File: config.mk
export PLATFORM = sky130hd
export DESIGN_NAME = l0_insn_buffer
export DESIGN_NICKNAME = d
export VERILOG_FILES = /design/src/rtl/l0b_pkg.sv /design/src/rtl/l0b_tag_array.sv /design/src/rtl/l0b_victim_ptr.sv /design/src/rtl/l0b_ctrl.sv /design/src/rtl/l0_insn_buffer.sv
export SDC_FILE = /design/constraint.sdc
export NUM_CORES = 2
export LEC_CHECK = 0
export ABC_CLOCK_PERIOD_IN_PS = 4700
export BUFFER_PORTS_ARGS = -buffer_cell sky130_fd_sc_hd__buf_2
export CAP_MARGIN = 0
export CORE_ASPECT_RATIO = 1.75
export CORE_MARGIN = 2
export CORE_UTILIZATION = 33
export DETAILED_ROUTE_END_ITERATION = 6
export MAX_ROUTING_LAYER = met4
export SLEW_MARGIN = 0
export SYNTH_ARGS = -nofsm -noshare
export SYNTH_HDL_FRONTEND = slang
export SYNTH_HIERARCHICAL = 1
export SYNTH_SLANG_ARGS = --single-unit
File: constraint.sdc
create_clock -name clk -period 4.7 [get_ports clk]
set_input_delay 0.705 -clock clk [delete_from_list [all_inputs] [get_ports clk]]
set_output_delay 0.705 -clock clk [all_outputs]
set_load 0.03 [all_outputs]
File: src/rtl/l0b_pkg.sv
package l0b_pkg;
  typedef enum logic [1:0] {
    ST_IDLE = 2'd0,
    ST_REQ  = 2'd1,
    ST_WAIT = 2'd2
  } l0b_state_e;
endpackage

File: src/rtl/l0b_tag_array.sv
module l0b_tag_array #(
  parameter int ENTRIES = 32,
  parameter int ADDR_W  = 16,
  parameter int INSN_W  = 16,
  parameter int IDX_W   = 5
) (
  input  logic              clk,
  input  logic              rst_n,
  input  logic              flush_i,
  input  logic [ADDR_W-1:0] lookup_addr_i,
  input  logic              fill_en_i,
  input  logic [IDX_W-1:0]  fill_idx_i,
  input  logic [ADDR_W-1:0] fill_addr_i,
  input  logic [INSN_W-1:0] fill_insn_i,
  output logic              hit_o,
  output logic [INSN_W-1:0] hit_insn_o
);

  logic [ENTRIES-1:0] match;
  logic [INSN_W-1:0]  masked [ENTRIES];

  for (genvar e = 0; e < ENTRIES; e++) begin : g_ent
    logic              vld_q;
    logic              vld_d;
    logic              wr_en;
    logic [ADDR_W-1:0] tag_q;
    logic [INSN_W-1:0] dat_q;

    assign wr_en = fill_en_i && !flush_i && (fill_idx_i == IDX_W'(e));

    always_comb begin
      vld_d = vld_q;
      if (flush_i)    vld_d = 1'b0;
      else if (wr_en) vld_d = 1'b1;
    end

    always_ff @(posedge clk or negedge rst_n) begin
      if (!rst_n) vld_q <= 1'b0;
      else        vld_q <= vld_d;
    end

    always_ff @(posedge clk) begin
      if (wr_en) begin
        tag_q <= fill_addr_i;
        dat_q <= fill_insn_i;
      end
    end

    assign match[e]  = vld_q && (tag_q == lookup_addr_i);
    assign masked[e] = match[e] ? dat_q : '0;
  end

  always_comb begin
    hit_insn_o = '0;
    for (int i = 0; i < ENTRIES; i++) hit_insn_o = hit_insn_o | masked[i];
  end

  assign hit_o = |match;


  single_match_chk: assert property (@(posedge clk) disable iff (!rst_n)
    $onehot0(match));


  flush_clear_chk: assert property (@(posedge clk) disable iff (!rst_n)
    flush_i |=> !hit_o);

endmodule

File: src/rtl/l0b_victim_ptr.sv
module l0b_victim_ptr #(
  parameter int ENTRIES = 32,
  parameter int IDX_W   = 5
) (
  input  logic             clk,
  input  logic             rst_n,
  input  logic             advance_i,
  output logic [IDX_W-1:0] idx_o
);

  logic [IDX_W-1:0] ptr_q;
  logic [IDX_W-1:0] ptr_d;

  always_comb begin
    ptr_d = ptr_q;
    if (advance_i) begin
      if (ptr_q == IDX_W'(ENTRIES - 1)) ptr_d = '0;
      else                               ptr_d = ptr_q + IDX_W'(1);
    end
  end

  always_ff @(posedge clk or negedge rst_n) begin
    if (!rst_n) ptr_q <= '0;
    else        ptr_q <= ptr_d;
  end

  assign idx_o = ptr_q;


  ptr_range_chk: assert property (@(posedge clk) disable iff (!rst_n)
    ptr_q <= IDX_W'(ENTRIES - 1));


  ptr_hold_chk: assert property (@(posedge clk) disable iff (!rst_n)
    !advance_i |=> $stable(ptr_q));

endmodule

File: src/rtl/l0b_ctrl.sv
module l0b_ctrl
  import l0b_pkg::*;
#(
  parameter int ADDR_W = 16,
  parameter int INSN_W = 16,
  parameter int CNT_W  = 16
) (
  input  logic              clk,
  input  logic              rst_n,
  input  logic              flush_i,
  input  logic              core_req_valid_i,
  input  logic [ADDR_W-1:0] core_req_addr_i,
  output logic              core_req_ready_o,
  output logic              core_rsp_valid_o,
  output logic [INSN_W-1:0] core_rsp_insn_o,
  input  logic              hit_i,
  input  logic [INSN_W-1:0] hit_insn_i,
  output logic              mem_req_valid_o,
  input  logic              mem_req_ready_i,
  output logic [ADDR_W-1:0] mem_req_addr_o,
  input  logic              mem_rsp_valid_i,
  input  logic [INSN_W-1:0] mem_rsp_insn_i,
  input  logic              mem_rsp_cacheable_i,
  output logic              fill_en_o,
  output logic [ADDR_W-1:0] fill_addr_o,
  output logic [INSN_W-1:0] fill_insn_o,
  output logic [CNT_W-1:0]  hit_count_o,
  output logic [CNT_W-1:0]  miss_count_o
);

  l0b_state_e        st_q, st_d;
  logic [ADDR_W-1:0] addr_q;
  logic              addr_en;
  logic              hit_inc, miss_inc;
  logic [CNT_W-1:0]  hit_cnt_q, miss_cnt_q;

  always_comb begin
    st_d             = st_q;
    addr_en          = 1'b0;
    core_req_ready_o = 1'b0;
    core_rsp_valid_o = 1'b0;
    core_rsp_insn_o  = '0;
    mem_req_valid_o  = 1'b0;
    fill_en_o        = 1'b0;
    hit_inc          = 1'b0;
    miss_inc         = 1'b0;
    unique case (st_q)
      ST_IDLE: begin
        if (core_req_valid_i) begin
          if (hit_i && !flush_i) begin
            core_req_ready_o = 1'b1;
            core_rsp_valid_o = 1'b1;
            core_rsp_insn_o  = hit_insn_i;
            hit_inc          = 1'b1;
          end else begin
            addr_en = 1'b1;
            st_d    = ST_REQ;
          end
        end
      end
      ST_REQ: begin
        mem_req_valid_o = 1'b1;
        if (mem_req_ready_i) st_d = ST_WAIT;
      end
      ST_WAIT: begin
        if (mem_rsp_valid_i) begin
          core_req_ready_o = 1'b1;
          core_rsp_valid_o = 1'b1;
          core_rsp_insn_o  = mem_rsp_insn_i;
          fill_en_o        = mem_rsp_cacheable_i && !flush_i;
          miss_inc         = 1'b1;
          st_d             = ST_IDLE;
        end
      end
      default: st_d = ST_IDLE;
    endcase
  end

  always_ff @(posedge clk or negedge rst_n) begin
    if (!rst_n) begin
      st_q       <= ST_IDLE;
      hit_cnt_q  <= '0;
      miss_cnt_q <= '0;
    end else begin
      st_q <= st_d;
      if (hit_inc)  hit_cnt_q  <= hit_cnt_q + CNT_W'(1);
      if (miss_inc) miss_cnt_q <= miss_cnt_q + CNT_W'(1);
    end
  end

  always_ff @(posedge clk) begin
    if (addr_en) addr_q <= core_req_addr_i;
  end

  assign mem_req_addr_o = addr_q;
  assign fill_addr_o    = addr_q;
  assign fill_insn_o    = mem_rsp_insn_i;
  assign hit_count_o    = hit_cnt_q;
  assign miss_count_o   = miss_cnt_q;


  hit_no_mem_chk: assert property (@(posedge clk) disable iff (!rst_n)
    (hit_i && core_rsp_valid_o && !mem_req_valid_o) |=> !mem_req_valid_o);


  mem_hold_chk: assert property (@(posedge clk) disable iff (!rst_n)
    (mem_req_valid_o && !mem_req_ready_i) |=> (mem_req_valid_o && $stable(mem_req_addr_o)));


  hit_cnt_chk: assert property (@(posedge clk) disable iff (!rst_n)
    (core_rsp_valid_o && st_q == ST_IDLE) |=> hit_count_o == $past(hit_count_o) + CNT_W'(1));


  miss_cnt_chk: assert property (@(posedge clk) disable iff (!rst_n)
    (st_q == ST_WAIT && mem_rsp_valid_i) |=> miss_count_o == $past(miss_count_o) + CNT_W'(1));

endmodule

File: src/rtl/l0_insn_buffer.sv
module l0_insn_buffer #(
  parameter int ENTRIES = 32,
  parameter int ADDR_W  = 16,
  parameter int INSN_W  = 16,
  parameter int CNT_W   = 16
) (
  input  logic              clk,
  input  logic              rst_n,
  input  logic              flush_i,
  input  logic              core_req_valid_i,
  input  logic [ADDR_W-1:0] core_req_addr_i,
  output logic              core_req_ready_o,
  output logic              core_rsp_valid_o,
  output logic [INSN_W-1:0] core_rsp_insn_o,
  output logic              mem_req_valid_o,
  input  logic              mem_req_ready_i,
  output logic [ADDR_W-1:0] mem_req_addr_o,
  input  logic              mem_rsp_valid_i,
  input  logic [INSN_W-1:0] mem_rsp_insn_i,
  input  logic              mem_rsp_cacheable_i,
  output logic [CNT_W-1:0]  hit_count_o,
  output logic [CNT_W-1:0]  miss_count_o
);

  localparam int IDX_W = (ENTRIES > 1) ? $clog2(ENTRIES) : 1;

  logic              hit;
  logic [INSN_W-1:0] hit_insn;
  logic              fill_en;
  logic [ADDR_W-1:0] fill_addr;
  logic [INSN_W-1:0] fill_insn;
  logic [IDX_W-1:0]  victim_idx;

  l0b_tag_array #(
    .ENTRIES(ENTRIES), .ADDR_W(ADDR_W), .INSN_W(INSN_W), .IDX_W(IDX_W)
  ) u_array (
    .clk          (clk),
    .rst_n        (rst_n),
    .flush_i      (flush_i),
    .lookup_addr_i(core_req_addr_i),
    .fill_en_i    (fill_en),
    .fill_idx_i   (victim_idx),
    .fill_addr_i  (fill_addr),
    .fill_insn_i  (fill_insn),
    .hit_o        (hit),
    .hit_insn_o   (hit_insn)
  );

  l0b_victim_ptr #(
    .ENTRIES(ENTRIES), .IDX_W(IDX_W)
  ) u_victim (
    .clk      (clk),
    .rst_n    (rst_n),
    .advance_i(fill_en),
    .idx_o    (victim_idx)
  );

  l0b_ctrl #(
    .ADDR_W(ADDR_W), .INSN_W(INSN_W), .CNT_W(CNT_W)
  ) u_ctrl (
    .clk                (clk),
    .rst_n              (rst_n),
    .flush_i            (flush_i),
    .core_req_valid_i   (core_req_valid_i),
    .core_req_addr_i    (core_req_addr_i),
    .core_req_ready_o   (core_req_ready_o),
    .core_rsp_valid_o   (core_rsp_valid_o),
    .core_rsp_insn_o    (core_rsp_insn_o),
    .hit_i              (hit),
    .hit_insn_i         (hit_insn),
    .mem_req_valid_o    (mem_req_valid_o),
    .mem_req_ready_i    (mem_req_ready_i),
    .mem_req_addr_o     (mem_req_addr_o),
    .mem_rsp_valid_i    (mem_rsp_valid_i),
    .mem_rsp_insn_i     (mem_rsp_insn_i),
    .mem_rsp_cacheable_i(mem_rsp_cacheable_i),
    .fill_en_o          (fill_en),
    .fill_addr_o        (fill_addr),
    .fill_insn_o        (fill_insn),
    .hit_count_o        (hit_count_o),
    .miss_count_o       (miss_count_o)
  );


  idle_quiet_chk: assert property (@(posedge clk) disable iff (!rst_n)
    core_rsp_valid_o |-> core_req_valid_i);

endmodule

Yosys cells after proc, flatten, opt, wreduce, memory -nomap -nowiden
Index checks and enable logic that the tools add are counted.
Word-level totals
  bits in registers: 1111
  bits in latches: 0
  bits in writable memories: 0
  ROM bits: 0
  bits of input ports: 39
  memories: 0
Cells by class
  $add $sub $neg: 3
  multiply operators: 0
  divide/modulo/power cells: 0
  magnitude comparators: 0
  equal/unequal tests: 69
  shift-type cells: 0
  muxes and demuxes: 118
  bitwise gates (word level): 31
  reductions and logical operators: 104
Operators by type and width (count)
  16-bit 2-to-1 mux: 35
  16-bit equality test: 32
  16-bit bitwise OR: 31
  5-bit equality test, second input constant: 16
  1-bit 2-to-1 mux: 75
  1-bit logical AND: 67
  2-bit nonzero test: 32
  5-bit by 4-bit equality test with 1-bit output, second input constant: 8
  16-bit by 1-bit adder with 16-bit output, second input constant: 2
  16-bit case mux with 2 select lines: 1
  32-bit OR reduction: 1
  5-bit by 3-bit equality test with 1-bit output, second input constant: 4
  5-bit by 2-bit equality test with 1-bit output, second input constant: 2
  2-bit 2-to-1 mux: 4
  2-bit != test, second input constant: 4
  2-bit case mux with 3 select lines: 1
  5-bit by 1-bit adder with 5-bit output, second input constant: 1
  5-bit by 1-bit equality test with 1-bit output, second input constant: 1
  5-bit logical NOT: 1
  5-bit 2-to-1 mux: 1
  4-bit AND reduction: 1
  2-bit by 1-bit equality test with 1-bit output, second input constant: 1
  2-bit equality test, second input constant: 1
  2-bit logical NOT: 1
  other kinds (2): 2

Longest topological paths before layout
  word-level depth: 37
  mapped depth: 17
  gate-level depth less buffers: 11

Modules after synthesis
Netlist, hierarchy kept.
Modules (own cells, without submodules)
  l0b_tag_array: instances 1, cells each 2835, area an instance 43569.3 um2, seq. area each 31550.3 um2
  l0b_ctrl: instances 1, cells each 206, area an instance 2501.1 um2, seq. area each 1331.3 um2
  l0b_victim_ptr: instances 1, cells each 20, area an instance 247.7 um2, seq. area each 125.1 um2

Worst setup path after synthesis
No wires, ideal clock.
  path kind: input -> output
  start point: in core_req_addr_i[3]
  end point: out core_rsp_valid_o
  data arrival time: 3.498 ns
  data required time: 3.995 ns
  slack: 0.497 ns
  cell stages on the path: 17
  path buffers: 7
  cell sequence: buf_4 > buf_6 > buf_6 > xnor2_1 > o2111ai_1 > a2111oi_4 > buf_4 > nand3_1 > nand4_1 > nor4_1 > nand4_1 > nor2b_1 > and2_1 > buf_2 > buf_4 > or2_1 > buf_4
On the way
  cells in the longest elaborated chain, start to end: 7
Ends and longest elaborated chain
  from (decl): line l0_insn_buffer.sv:11  | input logic [ADDR_W-1:0] core_req_addr_i,
  16-bit equality test: line l0b_tag_array.sv:49  | assign match[e] = vld_q && (tag_q == lookup_addr_i);
  1-bit logical AND: line l0b_tag_array.sv:49
  32-bit OR reduction (*): line l0b_tag_array.sv:58  | assign hit_o = |match;
  net hit: line l0_insn_buffer.sv:27  | logic hit;
  1-bit logical AND (*): line l0b_ctrl.sv:50  | if (hit_i && !flush_i) begin
  1-bit 2-to-1 mux (*) (2 in series)
  1-bit case mux with 2 select lines (*)
  to (decl): line l0_insn_buffer.sv:13  | output logic core_rsp_valid_o,
The timed path passes the listed nets; every way through them passes the cells marked *.

Final worst setup path
  start point: in core_req_addr_i[7]
  end point: out core_rsp_valid_o
On the way
  cells in the longest elaborated chain, start to end: 7
Ends and longest elaborated chain
  16-bit equality test: line l0b_tag_array.sv:49
  1-bit logical AND: line l0b_tag_array.sv:49
  32-bit OR reduction (*): line l0b_tag_array.sv:58
  net hit: line l0_insn_buffer.sv:27
  1-bit logical AND (*): line l0b_ctrl.sv:50
  1-bit 2-to-1 mux (*): line l0b_ctrl.sv:50
  1-bit 2-to-1 mux (*): line l0b_ctrl.sv:49  | if (core_req_valid_i) begin
  1-bit case mux with 2 select lines (*): line l0b_ctrl.sv:47  | unique case (st_q)
Marks and branches as above.

==> implementation parameters <==
Parameter                              Value

Synthesis
  Warnings from Yosys ... 6
  Yosys reg bits ... 1111
  Synthesized netlist net count ... 3104
  Number of synthesized flops with an enable pin ... 1040
  Sequential-to-total area share from yosys stat ... 71.3%
  Share of synthesized flip-flops with an asynchronous set or reset ... 6.39%
  Number of distinct library cells after synthesis ... 73
  Cells after Synth ... 3061
  Most common flop cell mapped by yosys ... edfxtp_1
  Synthesized area per cell ... 15.1 µm²
  Post-synthesis instance area ... 46300 µm²

Worst setup path
  Cells on worst reg2reg path ... 7
  Crit path kind ... input pin to primary output
  Endpoint class of the critical path ... primary output
  Worst Setup EP ... core_rsp_valid_o
  Required time at the worst-slack endpoint ... 3.99 ns
  Reg-to-reg startpoint ... u_ctrl/st_q[0]
  Worst Setup SP ... core_req_addr_i[7]
  Worst EP arrival ... 3.93 ns
  Reg-to-reg critical path endpoint ... u_array/g_ent[13].dat_q[2]
  Max Fanout on Critical Path ... 18
  Register-to-register setup slack ... 1.28 ns
  Worst setup SP type ... input pin

Floorplanning
  # IOs ... 106
  Area of the core region ... 139000 µm²
  Starting Density ... 33.3%
  Row count ... 181
  Die area ... 143000 µm²
  Die Span X ... 287 µm
  Die span in y ... 500 µm

Power and ir drop
  P_int ... 16.6 mW
  Part of the total power dissipated in the clock network ... 40.5%
  Share of total power in sequential cells ... 51.3%
  Share of total power consumed by net switching ... 24.2%
  Comb power frac ... 8.3%
  Reported leakage power ... 18.0 nW
  Net load switching power ... 5.30 mW
  Power per standard cell area ... 402 nW/µm²
  VDD IR max ... 0.280 mV
  Total power after layout ... 21.9 mW

Detailed routing
  Remaining DRCs ... 0
  Total number of vias ... 28700
  Final wirelength ... 146000 µm
  Antenna viol nets, final ... 0
  First-pass iteration count of the detailed router ... 5
  Number of vias per cell ... 5.41
  Wire length per cell after detailed routing ... 27.6 µm
  Initial DRC Count ... 2499

Placed design
  Setup WS pre-CTS ... -0.165 ns
  Final HPWL from detailed placement ... 94100 µm
  Number of buffers added on ports ... 105
  Placer's final routability congestion estimate ... 0.901

GRT
  Maximum number of pins on one net before global-route repair ... 72
  Total global routing overflow ... 0
  Global-route wire length before repair ... 205000 µm
  Via count of the first global-routing pass ... 28500
  Initial antenna violation count ... 2
  GR Util All Layers ... 20.7%

Timing
  Top achievable clock speed ... 216 MHz
  Final period util ... 98.7%
  Worst Clk Skew ... 0.0387 ns
  Final Slew Violations ... 0
  Final number of setup-violating endpoints ... 0
  Final hold violation count ... 0
  Worst Tran Pin Value ... 1.08 ns
  Slew headroom ... 28.1%
  Worst Slack Setup Final ... 0.0631 ns
  Min cycle time layout ... 4.64 ns

Finish
  Most common cell after layout, fill and taps aside ... edfxtp_1
  Fill cell total of the finished layout ... 12900
  Utilization of the core after routing ... 39.1%
  Commonest non-fill, non-tap cells in the layout ... edfxtp_1 (1040), xor2_1 (288), buf_4 (261)
  Share of post-route cells with drive strength above 1 ... 20.0%
  Area growth syn-to-layout ... 17.5%
  Net count of the finished layout ... 3419

CTS
  Number of hold buffers added after CTS ... 0
  Max Root-Sink Buffers ... 3
  Clock input transition at the sequential cells of the worst setup and hold paths ... 0.07 ns
  Clock tree sinks ... 1111
  CTS Root Cell ... clkbuf_16
  TritonCTS Buffers ... 102
  Latest clock arrival within the worst-skew pair ... 0.74 ns
  Clock tree from TritonCTS ... built
  H-tree depth ... 3

Outcome
  Status ... complete, no violations

Min path
  Classification of the worst-slack hold path ... input pin to async pin

Run
  Max capacitance violation total ... 0
## worst max-delay path, cell delays in order
cell,delay [ns]
buf_2,0.20
buf_12,0.18
buf_4,0.16
xor2_1,0.16
nor4_1,0.10
nand4_2,0.18
o22ai_1,0.13
a221o_1,0.28
a2111oi_2,0.35
nand4_1,0.32
buf_4,0.24
nor2b_1,0.13
and2_1,0.19
buf_12,0.15
or2_1,0.25
buf_2,0.19
## state kept, by name (all words and copies together) (netlist names)
signal and count:
u_victim/idx_o 5, u_ctrl/st_q 2, u_ctrl/miss_count_o 16, u_array/g_ent.dat_q 512, u_array/g_ent.tag_q 512, u_ctrl/fill_addr_o 16, u_ctrl/hit_count_o 16, u_array/g_ent.vld_q 32
## kinds of logic after synthesis
| logic type | count (synthesis) | synth area share (%) |
|---|---|---|
| simple gates | 950 | 11.7 |
| mux | 5 | 0.119 |
| xor+xnor | 509 | 9.66 |
| fa+ha+maj | 4 | 0.108 |
| compound gates | 227 | 3.80 |
| buf+inv | 255 | 3.35 |
| flops | 1111 | 71.3 |
## metal layers
layer,GRT usage [%],wire length [µm],vias to the layer above,share of wire (%)
met1,22.8,52100,14800,36
met5,-,0,-,0
met2,35.1,74800,1255,51
li1,-,-,12300,-
met3,2.48,8900,333,6.1
met4,13.6,10500,0,7.2
## repair_timing
item	CTS	global route
setup buffers	2	10
pin swaps	1	6
setup endpoints to repair	18	18
gates resized for setup	2	18
gates cloned	0	1
## final cells by class
cell class                      instances  area (µm²)  area share (%)
Sequential cell                      1111       33000            60.6
Antenna cell                            2        5.00         0.00919
Clock inverter                         74         888            1.63
Clock buffer                          118        2650            4.88
Inverter                               65         248           0.455
Timing Repair Buffer                  401        3220            5.91
Tap cell                             1830        2290            4.21
Multi-Input combinational cell       1695       12100            22.3
## Yosys cell counts, types with 5 or more instances
cell type	n	area share (%)
edfxtp_1	1040	67
xor2_1	288	5.4
nand4_1	258	3.5
nand2_1	252	2.0
xnor2_1	219	4.1
nand3_1	116	1.3
o22ai_1	116	1.6
dfrtp_1	71	3.8
nor4_1	70	0.95
nor2_1	65	0.53
buf_4	63	1.0
inv_1	61	0.49
clkbuf_1	52	0.42
buf_6	35	0.85
and3_1	34	0.46
a311oi_1	31	0.59
buf_2	31	0.33
or3_1	30	0.41
nor3_2	23	0.50
nor3_1	20	0.22
a22o_1	19	0.36
nand2b_1	16	0.22
o32ai_1	15	0.28
nor2b_1	8	0.11
nor4_4	8	0.37
nor4_2	7	0.19
nand4_2	6	0.16
o2111ai_1	6	0.11
o221ai_1	6	0.11
and4_1	5	0.095
nand4_4	5	0.23
o21ai_0	5	0.054
## worst min path at each step
stage	start	to	cells past startpoint
2_1_floorplan	rst_n	u_array/g_ent[0].vld_q	0
3_5_place_dp	u_ctrl/miss_count_o[15]	u_ctrl/miss_count_o[15]	1
3_3_place_gp	u_ctrl/miss_count_o[15]	u_ctrl/miss_count_o[15]	1
5_1_grt	rst_n	u_ctrl/hit_count_o[14]	1
4_1_cts	rst_n	u_ctrl/hit_count_o[13]	1
6_report	rst_n	u_ctrl/hit_count_o[13]	1
## power groups by stage
| stage | clock (mW) | sequential (mW) | combinational, mW |
|---|---|---|---|
| after CTS | 8.96 | 11.2 | 1.80 |
| final | 8.86 | 11.2 | 1.81 |
| after global placement | 0 | 11.4 | 1.78 |
| after floorplan | 0 | 11.5 | 0.763 |
| after global routing | 9.34 | 11.2 | 1.88 |
| after detailed placement | 0 | 11.4 | 1.80 |
## through the flow
stage / TNS (ns) / area, µm² / hold slack [ns] / cells
2_1_floorplan: 0 / 46300 / 0.409 / 3061
3_3_place_gp: -1.94 / 50600 / 0.451 / 5089
3_5_place_dp: -2.69 / 50600 / 0.461 / 5089
4_1_cts: 0 / 54200 / 0.161 / 5283
5_1_grt: -0.0877 / 54400 / 0.224 / 5296
6_report: 0 / 54400 / 0.156 / 5296
Note: power is estimated with default switching activity, not from simulation.
